**src/rtl/uart_rxq_pkg.sv**
```systemverilog
package uart_rxq_pkg;
  parameter int CHAR_W = 8;

  typedef struct packed {
    logic parityErr;
    logic frameErr;
    logic [CHAR_W-1:0] ch;
  } rxEntry_t;

  typedef struct packed {
    logic pushEn;
    logic popEn;
  } rxqCtl_t;

  localparam int STAT_READY   = 0;
  localparam int STAT_AGING   = 1;
  localparam int STAT_OVERRUN = 2;
  localparam int STAT_W       = 3;
endpackage

```
**src/rtl/uart_rxq_store.sv**
```systemverilog
module uart_rxq_store
  import uart_rxq_pkg::*;
#(
  parameter int DEPTH = 32,
  localparam int ADDR_W = $clog2(DEPTH),
  localparam int CNT_W = ADDR_W + 1
) (
  input  logic            clk,
  input  logic            rst_n,
  input  rxqCtl_t         ctl,
  input  rxEntry_t        wrEntry,
  output rxEntry_t        headEntry,
  output logic [CNT_W-1:0] count,
  output logic            full,
  output logic            empty
);
  rxEntry_t mem [DEPTH];
  logic [ADDR_W-1:0] wrPtr, rdPtr;

  function automatic logic [ADDR_W-1:0] nextPtr(input logic [ADDR_W-1:0] p);
    return (p == ADDR_W'(DEPTH - 1)) ? '0 : p + 1'b1;
  endfunction

  always_ff @(posedge clk) begin
    if (ctl.pushEn) mem[wrPtr] <= wrEntry;
  end

  always_ff @(posedge clk) begin
    if (!rst_n) begin
      wrPtr <= '0;
      rdPtr <= '0;
      count <= '0;
    end else begin
      if (ctl.pushEn) wrPtr <= nextPtr(wrPtr);
      if (ctl.popEn)  rdPtr <= nextPtr(rdPtr);
      case ({ctl.pushEn, ctl.popEn})
        2'b10:   count <= count + 1'b1;
        2'b01:   count <= count - 1'b1;
        default: count <= count;
      endcase
    end
  end

  assign headEntry = mem[rdPtr];
  assign full      = (count == CNT_W'(DEPTH));
  assign empty     = (count == '0);

  a_r8_no_overflow: assert property (@(posedge clk) disable iff (!rst_n)
    count <= CNT_W'(DEPTH));
  a_r9_no_pop_when_empty: assert property (@(posedge clk) disable iff (!rst_n)
    ctl.popEn |-> !empty);
  a_r2_push_grows: assert property (@(posedge clk) disable iff (!rst_n)
    (ctl.pushEn && !ctl.popEn) |=> count == $past(count) + 1'b1);
  a_r8_no_push_when_full: assert property (@(posedge clk) disable iff (!rst_n)
    (ctl.pushEn && full) |-> ctl.popEn);
endmodule

```
**src/rtl/uart_rxq_ctrl.sv**
```systemverilog
module uart_rxq_ctrl
  import uart_rxq_pkg::*;
#(
  parameter int DEPTH = 32,
  parameter int AGE_CHARS = 8,
  localparam int CNT_W = $clog2(DEPTH) + 1,
  localparam int AGE_W = $clog2(AGE_CHARS + 1)
) (
  input  logic              clk,
  input  logic              rst_n,
  input  logic              chValid,
  input  logic              rdStrobe,
  input  logic              charTick,
  input  logic [CNT_W-1:0]  threshold,
  input  logic              statusWr,
  input  logic [STAT_W-1:0] statusBits,
  input  logic [CNT_W-1:0]  count,
  input  logic              full,
  input  logic              empty,
  output rxqCtl_t           ctl,
  output logic              readyFlag,
  output logic              agingFlag,
  output logic              overrunFlag
);
  logic [AGE_W-1:0] ageCount;
  logic pop, push, drop, ageHit;
  logic [STAT_W-1:0] clr;

  assign pop    = rdStrobe && !empty;
  assign push   = chValid && (!full || pop);
  assign drop   = chValid && full && !pop;
  assign ageHit = !empty && (ageCount == AGE_W'(AGE_CHARS));
  assign clr    = statusWr ? statusBits : '0;

  assign ctl.pushEn = push;
  assign ctl.popEn  = pop;

  always_ff @(posedge clk) begin
    if (!rst_n) begin
      ageCount <= '0;
    end else if (push || pop || empty) begin
      ageCount <= '0;
    end else if (charTick && ageCount != AGE_W'(AGE_CHARS)) begin
      ageCount <= ageCount + 1'b1;
    end
  end

  always_ff @(posedge clk) begin
    if (!rst_n) begin
      readyFlag   <= 1'b0;
      agingFlag   <= 1'b0;
      overrunFlag <= 1'b0;
    end else begin
      readyFlag   <= (count >= threshold) || (readyFlag && !clr[STAT_READY]);
      agingFlag   <= ageHit || (agingFlag && !clr[STAT_AGING]);
      overrunFlag <= drop || (overrunFlag && !clr[STAT_OVERRUN]);
    end
  end

  a_r5_age_needs_data: assert property (@(posedge clk) disable iff (!rst_n)
    $rose(agingFlag) |-> $past(!empty));
  a_r8_overrun_sets: assert property (@(posedge clk) disable iff (!rst_n)
    (chValid && full && !rdStrobe) |=> overrunFlag);
  a_r7_clear_works: assert property (@(posedge clk) disable iff (!rst_n)
    (statusWr && statusBits[STAT_OVERRUN] && !drop) |=> !overrunFlag);
  a_r5_age_bounded: assert property (@(posedge clk) disable iff (!rst_n)
    ageCount <= AGE_W'(AGE_CHARS));
endmodule

```
**src/rtl/uart_rxq_top.sv**
```systemverilog
module uart_rxq_top
  import uart_rxq_pkg::*;
#(
  parameter int DEPTH = 32,
  parameter int AGE_CHARS = 8,
  localparam int CNT_W = $clog2(DEPTH) + 1,
  localparam int ENTRY_W = CHAR_W + 2
) (
  input  logic               clk,
  input  logic               rst_n,
  input  logic               chValid,
  input  logic [CHAR_W-1:0]  chData,
  input  logic               chFrameErr,
  input  logic               chParityErr,
  input  logic               charTick,
  input  logic               rdStrobe,
  input  logic [CNT_W-1:0]   threshold,
  input  logic               readyEn,
  input  logic               agingEn,
  input  logic               statusWr,
  input  logic [STAT_W-1:0]  statusBits,
  output logic [ENTRY_W-1:0] rdData,
  output logic               dataPresent,
  output logic               readyFlag,
  output logic               agingFlag,
  output logic               overrunFlag,
  output logic               irq
);
  rxqCtl_t ctl;
  rxEntry_t wrEntry, headEntry;
  logic [CNT_W-1:0] count;
  logic full, empty;

  assign wrEntry = '{parityErr: chParityErr, frameErr: chFrameErr, ch: chData};

  uart_rxq_ctrl #(.DEPTH(DEPTH), .AGE_CHARS(AGE_CHARS)) u_ctrl (
    .clk(clk), .rst_n(rst_n), .chValid(chValid), .rdStrobe(rdStrobe),
    .charTick(charTick), .threshold(threshold), .statusWr(statusWr),
    .statusBits(statusBits), .count(count), .full(full), .empty(empty),
    .ctl(ctl), .readyFlag(readyFlag), .agingFlag(agingFlag),
    .overrunFlag(overrunFlag)
  );

  uart_rxq_store #(.DEPTH(DEPTH)) u_store (
    .clk(clk), .rst_n(rst_n), .ctl(ctl), .wrEntry(wrEntry),
    .headEntry(headEntry), .count(count), .full(full), .empty(empty)
  );

  assign rdData      = empty ? '0 : ENTRY_W'(headEntry);
  assign dataPresent = !empty;
  assign irq         = (readyFlag && readyEn) || (agingFlag && agingEn);

  a_r3_present_after_push: assert property (@(posedge clk) disable iff (!rst_n)
    ctl.pushEn |=> dataPresent);
endmodule

```
**config.mk**
```make
export PLATFORM = sky130hd
export DESIGN_NAME = uart_rxq_top
export DESIGN_NICKNAME = d
export VERILOG_FILES = /design/src/rtl/uart_rxq_pkg.sv /design/src/rtl/uart_rxq_store.sv /design/src/rtl/uart_rxq_ctrl.sv /design/src/rtl/uart_rxq_top.sv
export SDC_FILE = /design/constraint.sdc
export NUM_CORES = 1
export LEC_CHECK = 0
export BUFFER_PORTS_ARGS = -buffer_cell sky130_fd_sc_hd__buf_2
export CAP_MARGIN = 20
export CORE_MARGIN = 3
export CORE_UTILIZATION = 50
export CTS_CLUSTER_DIAMETER = 150
export CTS_CLUSTER_SIZE = 40
export DETAILED_ROUTE_END_ITERATION = 16
export PLACE_DENSITY_LB_ADDON = 0.05
export RECOVER_POWER = 25
export REMOVE_ABC_BUFFERS = 1
export SYNTH_ARGS = -nofsm -noshare
export SYNTH_HDL_FRONTEND = slang
export SYNTH_SLANG_ARGS = --single-unit
```
**constraint.sdc**
```tcl
create_clock -name clk -period 5.1 [get_ports clk]
set_input_delay 0.51 -clock clk [delete_from_list [all_inputs] [get_ports clk]]
set_output_delay 0.51 -clock clk [all_outputs]
set_load 0.005 [all_outputs]
```
# After elaboration in Yosys (flattened, before gate mapping)

Memory sizes are Yosys's and may differ from the RTL's. A register that Yosys moved wholly into a read port is not among the register bits.
Index checks and enable logic that the tools add are counted.

Register bits: 23
Latch bits: 0
Bits in writable memories: 320
Bits in read-only memories: 0
Word-level logic and storage cells: 58
Memories: 1

Memory list:

| name        | depth | width | read ports | clocked after memory_dff | write ports | RTL line             | source |
|---|---|---|---|---|---|---|---|
| u_store.mem | 32    | 10    | 1          | 1                        | 1           | uart_rxq_store.sv:17 | `rxEntry_t mem [DEPTH];` |

$add $sub $neg: 5
Multipliers: 0
Div/mod/pow operators: 0
Magnitude comparators: 1
Eq/ne operators: 7
Shifts and indexed selects: 0
Mux-type cells: 9
Bitwise logic cells: 1
Reduce and logical (&&, ||, !) cells: 27

Operators by type and width:

| operator                                                              | count |
|---|---|
| 5-bit 2-to-1 mux                                                      | 4 |
| 6-bit case mux with 2 select lines                                    | 1 |
| 1-bit logical AND                                                     | 11 |
| 5-bit by 1-bit adder with 5-bit output, second input constant         | 2 |
| 5-bit equality test, second input constant                            | 2 |
| 10-bit 2-to-1 mux                                                     | 1 |
| 1-bit logical OR                                                      | 7 |
| 6-bit by 1-bit adder with 6-bit output, second input constant         | 1 |
| 6-bit equality test, second input constant                            | 1 |
| 6-bit >= comparator                                                   | 1 |
| 1-bit zero test                                                       | 6 |
| 6-bit zero test                                                       | 1 |
| 6-bit by 1-bit subtractor with 6-bit output, second input constant    | 1 |
| 4-bit by 1-bit adder with 4-bit output, second input constant         | 1 |
| 4-bit equality test, second input constant                            | 1 |
| 4-bit != test, second input constant                                  | 1 |
| 3-bit 2-to-1 mux                                                      | 1 |
| 2-bit by 1-bit equality test with 1-bit output, second input constant | 1 |
| 2-bit equality test, second input constant                            | 1 |
| 1-bit 2-to-1 mux                                                      | 2 |
| 2-bit nonzero test                                                    | 1 |
| 2-bit OR reduction                                                    | 1 |
| 1-bit NOT                                                             | 1 |

# Logic depth before layout (Yosys ltp)

Word-level depth: 8
Mapped depth: 12

# Hierarchy

A second synthesis with hierarchy kept.

Cells, all modules: 813
Area total of the unflattened synthesis: 14148.6 um2

By module, submodules not included:

| module         | times used | cells an instance | area each (um2) | seq. area each (um2) |
|---|---|---|---|---|
| uart_rxq_store | 1          | 739               | 13535.5         | 10029.6 |
| uart_rxq_ctrl  | 1          | 61                | 491.7           | 140.1 |
| uart_rxq_top   | 1          | 13                | 121.4           | 0.0 |

# Worst setup path before layout

OpenSTA, ideal clock, no wires.

Path type: register to register
From: register u_store.count[0]
To: register u_store.count[4]
Setup time: 0.115 ns
Arrival: 2.579 ns
Slack: 2.406 ns
Cell stages (with the launch flop): 13
Path buffers: 2
Cells stage by stage: dfxtp_1 -> or3_1 -> buf_6 -> nor3_2 -> nor2_4 -> inv_2 -> ha_1 -> clkbuf_1 -> or3b_2 -> nor3_1 -> mux2i_1 -> xnor2_1 -> and2_1

Cells in the longest elaborated chain, start to end: 7
Elaborated cells between the ends (all ways): 13

RTL lines:

| element                                                                                      | RTL line             | source |
|---|---|---|
| start, declared                                                                              | uart_rxq_store.sv:13 | `output logic [CNT_W-1:0] count,` |
| start signal, assigned                                                                       | uart_rxq_store.sv:37 | `2'b10: count <= count + 1'b1;` |
| start signal, assigned                                                                       | uart_rxq_store.sv:38 | `2'b01: count <= count - 1'b1;` |
| start signal, assigned                                                                       | uart_rxq_store.sv:39 | `default: count <= count;` |
| 6-bit zero test                                                                              | uart_rxq_store.sv:46 | `assign empty = (count == '0);` |
| 1-bit zero test                                                                              | uart_rxq_ctrl.sv:29  | `assign pop = rdStrobe && !empty;` |
| 1-bit logical AND                                                                            | uart_rxq_ctrl.sv:29  |  |
| 1-bit logical OR                                                                             | uart_rxq_ctrl.sv:30  | `assign push = chValid && (!full \|\| pop);` |
| 1-bit logical AND                                                                            | uart_rxq_ctrl.sv:30  |  |
| 2-bit by 1-bit equality test with 1-bit output / 2-bit equality test (equally long branches) | uart_rxq_store.sv:36 | `case ({ctl.pushEn, ctl.popEn})` |
| 6-bit case mux with 2 select lines / 2-bit nonzero test (equally long branches)              | -                    |  |

Several ways; a longest one is shown, not always the timed one.
A chain may end at the register's enable or synchronous reset.

==> results.toml <==
[floorplanning]
io_pins = 42
die_y_um = 173.2
row_count = 60
die-area_um2 = 30000
core_area_um2 = 27250
start_util = 0.5129
chipWidth_um = 173.2

[finish]
seqCellArea_um2 = 10180
drive_gt1_frac = 0.2100
final_area_um2 = 14900
syn_to_final_growth_pct = 6.561
layout.filler_cells = 2094
final_nets = 778
multi_input_area_um2 = 3507
antenna_cells = 0

[setup_path]
endpoint_kind = "primary output"
reg2reg_depth = 10
rr_endpoint = "u_store.count[4]"
worstPathArrival_ns = 3.24
path_max_fanout = 47
r2r_slack_ns = 2.13
start_kind = "flop"
required_ns = 4.59
timing.rr.start = "u_store.count[1]"
worstSetupPathType = "reg -> out"

[drt]
drt_wl_total_um = 28290
drtPass1Iterations = 5
drt_iter0_drc = 717
avgRoutedWirePerCell_um = 25.48
route.vias.total = 6658
drc = 0
antenna_left = 0
viasPerCell = 5.998

[placed_design]
dpl_cell_area_um2 = 14490
port_buffers = 41
gp_congestion = 0.7443
place_hpwl_um = 17800

[synthesis]
ys_top_cells_by_area = "edfxtp_1, mux4_2, dfxtp_1"
synth_seq_area_share = 0.7275
yosysTopAreaCell = "edfxtp_1"
synth_enable_flop_cells = 320
ys_seq_elements = 348
synthArstFlopShare = 0
synth_common_cells = "edfxtp_1, mux4_2, nor2_1"
ys_types = 50
ys.flop_type = "edfxtp_1"
syn-instance-count = 701
post_synth.cell_area_avg_um2 = 19.94
ys_warn_count = 0
yosysMostFrequentCell = "edfxtp_1"
synth_top_area_frac = 0.6874
mappedNetlistArea_um2 = 13980

[worst_hold_path]
min_path_cells = 3
hold_path.class = "in -> reg"
worstHoldEndpoint = "u_ctrl.overrunFlag"
hold_start = "chValid"

[clock_network]
cts_tree = "built"
cts_setup_buffers = 0
cts-htree-levels = 1
clockBufferDepth = 3
clock_latency_ns = 0.52
numCtsBuffers = 12
cts.sinks = 348
post_cts_resized = 0
clkTransAtPathRegs_ns = 0.14
root_buffer = "clkbuf_16"
cts_hold_buf = 0

[global_routing]
antenna_found_initial = 0
grt_max_degree = 67
grt_usage = 0.1888
overflow = 0
first_global_vias = 6744
grt_pass1_wl_um = 42700

[timing]
period_share = 0.7349
rsz0062_at_grt = "no"
final_hold_viol_count = 0
slew_headroom = -0.07002
fin_skew_ns = 0.03779
slew_viol_final = 132
worst_pin_slew_ns = 1.605
setup_viol = 0
max_freq_mhz = 266.8
tns_ns = 0
min_period_ns = 3.748

[run_status]
violations = "max-capacitance violations, max-slew violations"
outcome = "finished with violations"

[flow_run]
drv_cap = 4

[pwr]
power.density_nw_per_um2 = 388.5
vdd_drop_max_mv = 0.2580
leakage_nw = 4.618
==> worst max path at each step <==
stage | start | to | slack [ns] | cells past startpoint
after floorplan | flop | rdData[3] | 0.77 | 4
after global placement | flop | rdData[7] | 1.84 | 6
after detailed placement | flop | rdData[7] | 1.83 | 6
after CTS | flop | rdData[7] | 1.23 | 6
after global routing | flop | rdData[7] | 1.10 | 6
final | flop | rdData[7] | 1.35 | 6
==> per-stage QoR <==
step                        util  cells  hold slack [ns]  setup WS [ns]  total power [mW]
after global placement    0.5309   1085           0.4727          1.845             4.548
after global routing      0.5466   1110           0.2767          1.103             6.034
final                     0.5466   1110           0.2773          1.352             5.788
after detailed placement  0.5318   1087           0.5282          1.829             4.576
after floorplan                -    667           0.4664         0.7708             4.156
after CTS                 0.5449   1105           0.2624          1.234             5.829
==> worst max-delay path, stage by stage (launching register included) <==
cell and delay [ns]:
dfxtp_4 0.98, buf_4 0.36, mux4_2 0.52, mux4_2 0.48, inv_1 0.08, a2111oi_1 0.07, buf_2 0.17
==> cell usage in the layout (no fill, tap or decap), types with 3 or more instances in the layout <==
| master | Yosys | final |
|---|---|---|
| ha_1 | 17 | 17 |
| a21oi_1 | 4 | 4 |
| xnor2_1 | 4 | 4 |
| o21ai_0 | 6 | 6 |
| o22ai_1 | 10 | 10 |
| nor3_1 | 5 | 4 |
| and2_1 | 6 | 6 |
| buf_4 | 8 | 5 |
| dfxtp_1 | 28 | 25 |
| nor2b_1 | 16 | 16 |
| nand2_1 | 17 | 17 |
| mux4_1 | 10 | 10 |
| nand2b_1 | 3 | 3 |
| xor2_1 | 5 | 5 |
| buf_2 | 7 | 34 |
| or3b_2 | 3 | 3 |
| a21boi_0 | 7 | 7 |
| inv_1 | 19 | 19 |
| a2111oi_1 | 10 | 10 |
| nand3_1 | 8 | 8 |
| or3_1 | 3 | 3 |
| edfxtp_1 | 320 | 320 |
| nand3b_1 | 5 | 5 |
| mux4_2 | 80 | 80 |
| mux2i_1 | 11 | 11 |
| clkbuf_1 | 10 | 11 |
| buf_6 | 5 | 7 |
| nor2_1 | 40 | 40 |
| a211oi_1 | 6 | 6 |
| clkbuf_16 | 0 | 13 |
==> cell families after synthesis <==
| group | share of synthesized area |
|---|---|
| compound gates | 0.02927 |
| xor+xnor | 0.005639 |
| fa+ha+maj | 0.01522 |
| buf+inv | 0.02193 |
| flops | 0.7275 |
| mux | 0.1556 |
| simple gates | 0.04484 |
==> where the power goes <==
part           switching (mW)  internal, mW  total, mW
sequential              0.186          3.16       3.35
clock                   0.790         0.482       1.27
combinational           0.555         0.613       1.17
==> layout make-up <==
class	instances	area share
clock buffer	17	0.02285
multi-input combinational	299	0.2354
timing repair buffer	53	0.02100
tap	372	0.03125
inverter	20	0.005040
clock inverter	1	0.001092
sequential	348	0.6833
==> state kept, by name, summed over array words and instances (netlist names), named ones only <==
name                count
u_ctrl.overrunFlag      1
u_ctrl.ageCount         4
u_store.wrPtr           5
u_store.rdPtr           5
u_ctrl.readyFlag        1
u_store.mem           320
u_ctrl.agingFlag        1
u_store.count           6
==> layer usage <==
metal  up-vias  share of wire  track usage
met5         -              0            0
met4         0          0.017      0.04122
met3        24          0.048      0.02174
met2       187           0.48       0.2991
met1      3554           0.46       0.2879
li1       2893              -            -
(Power assumes the default switching activity.)
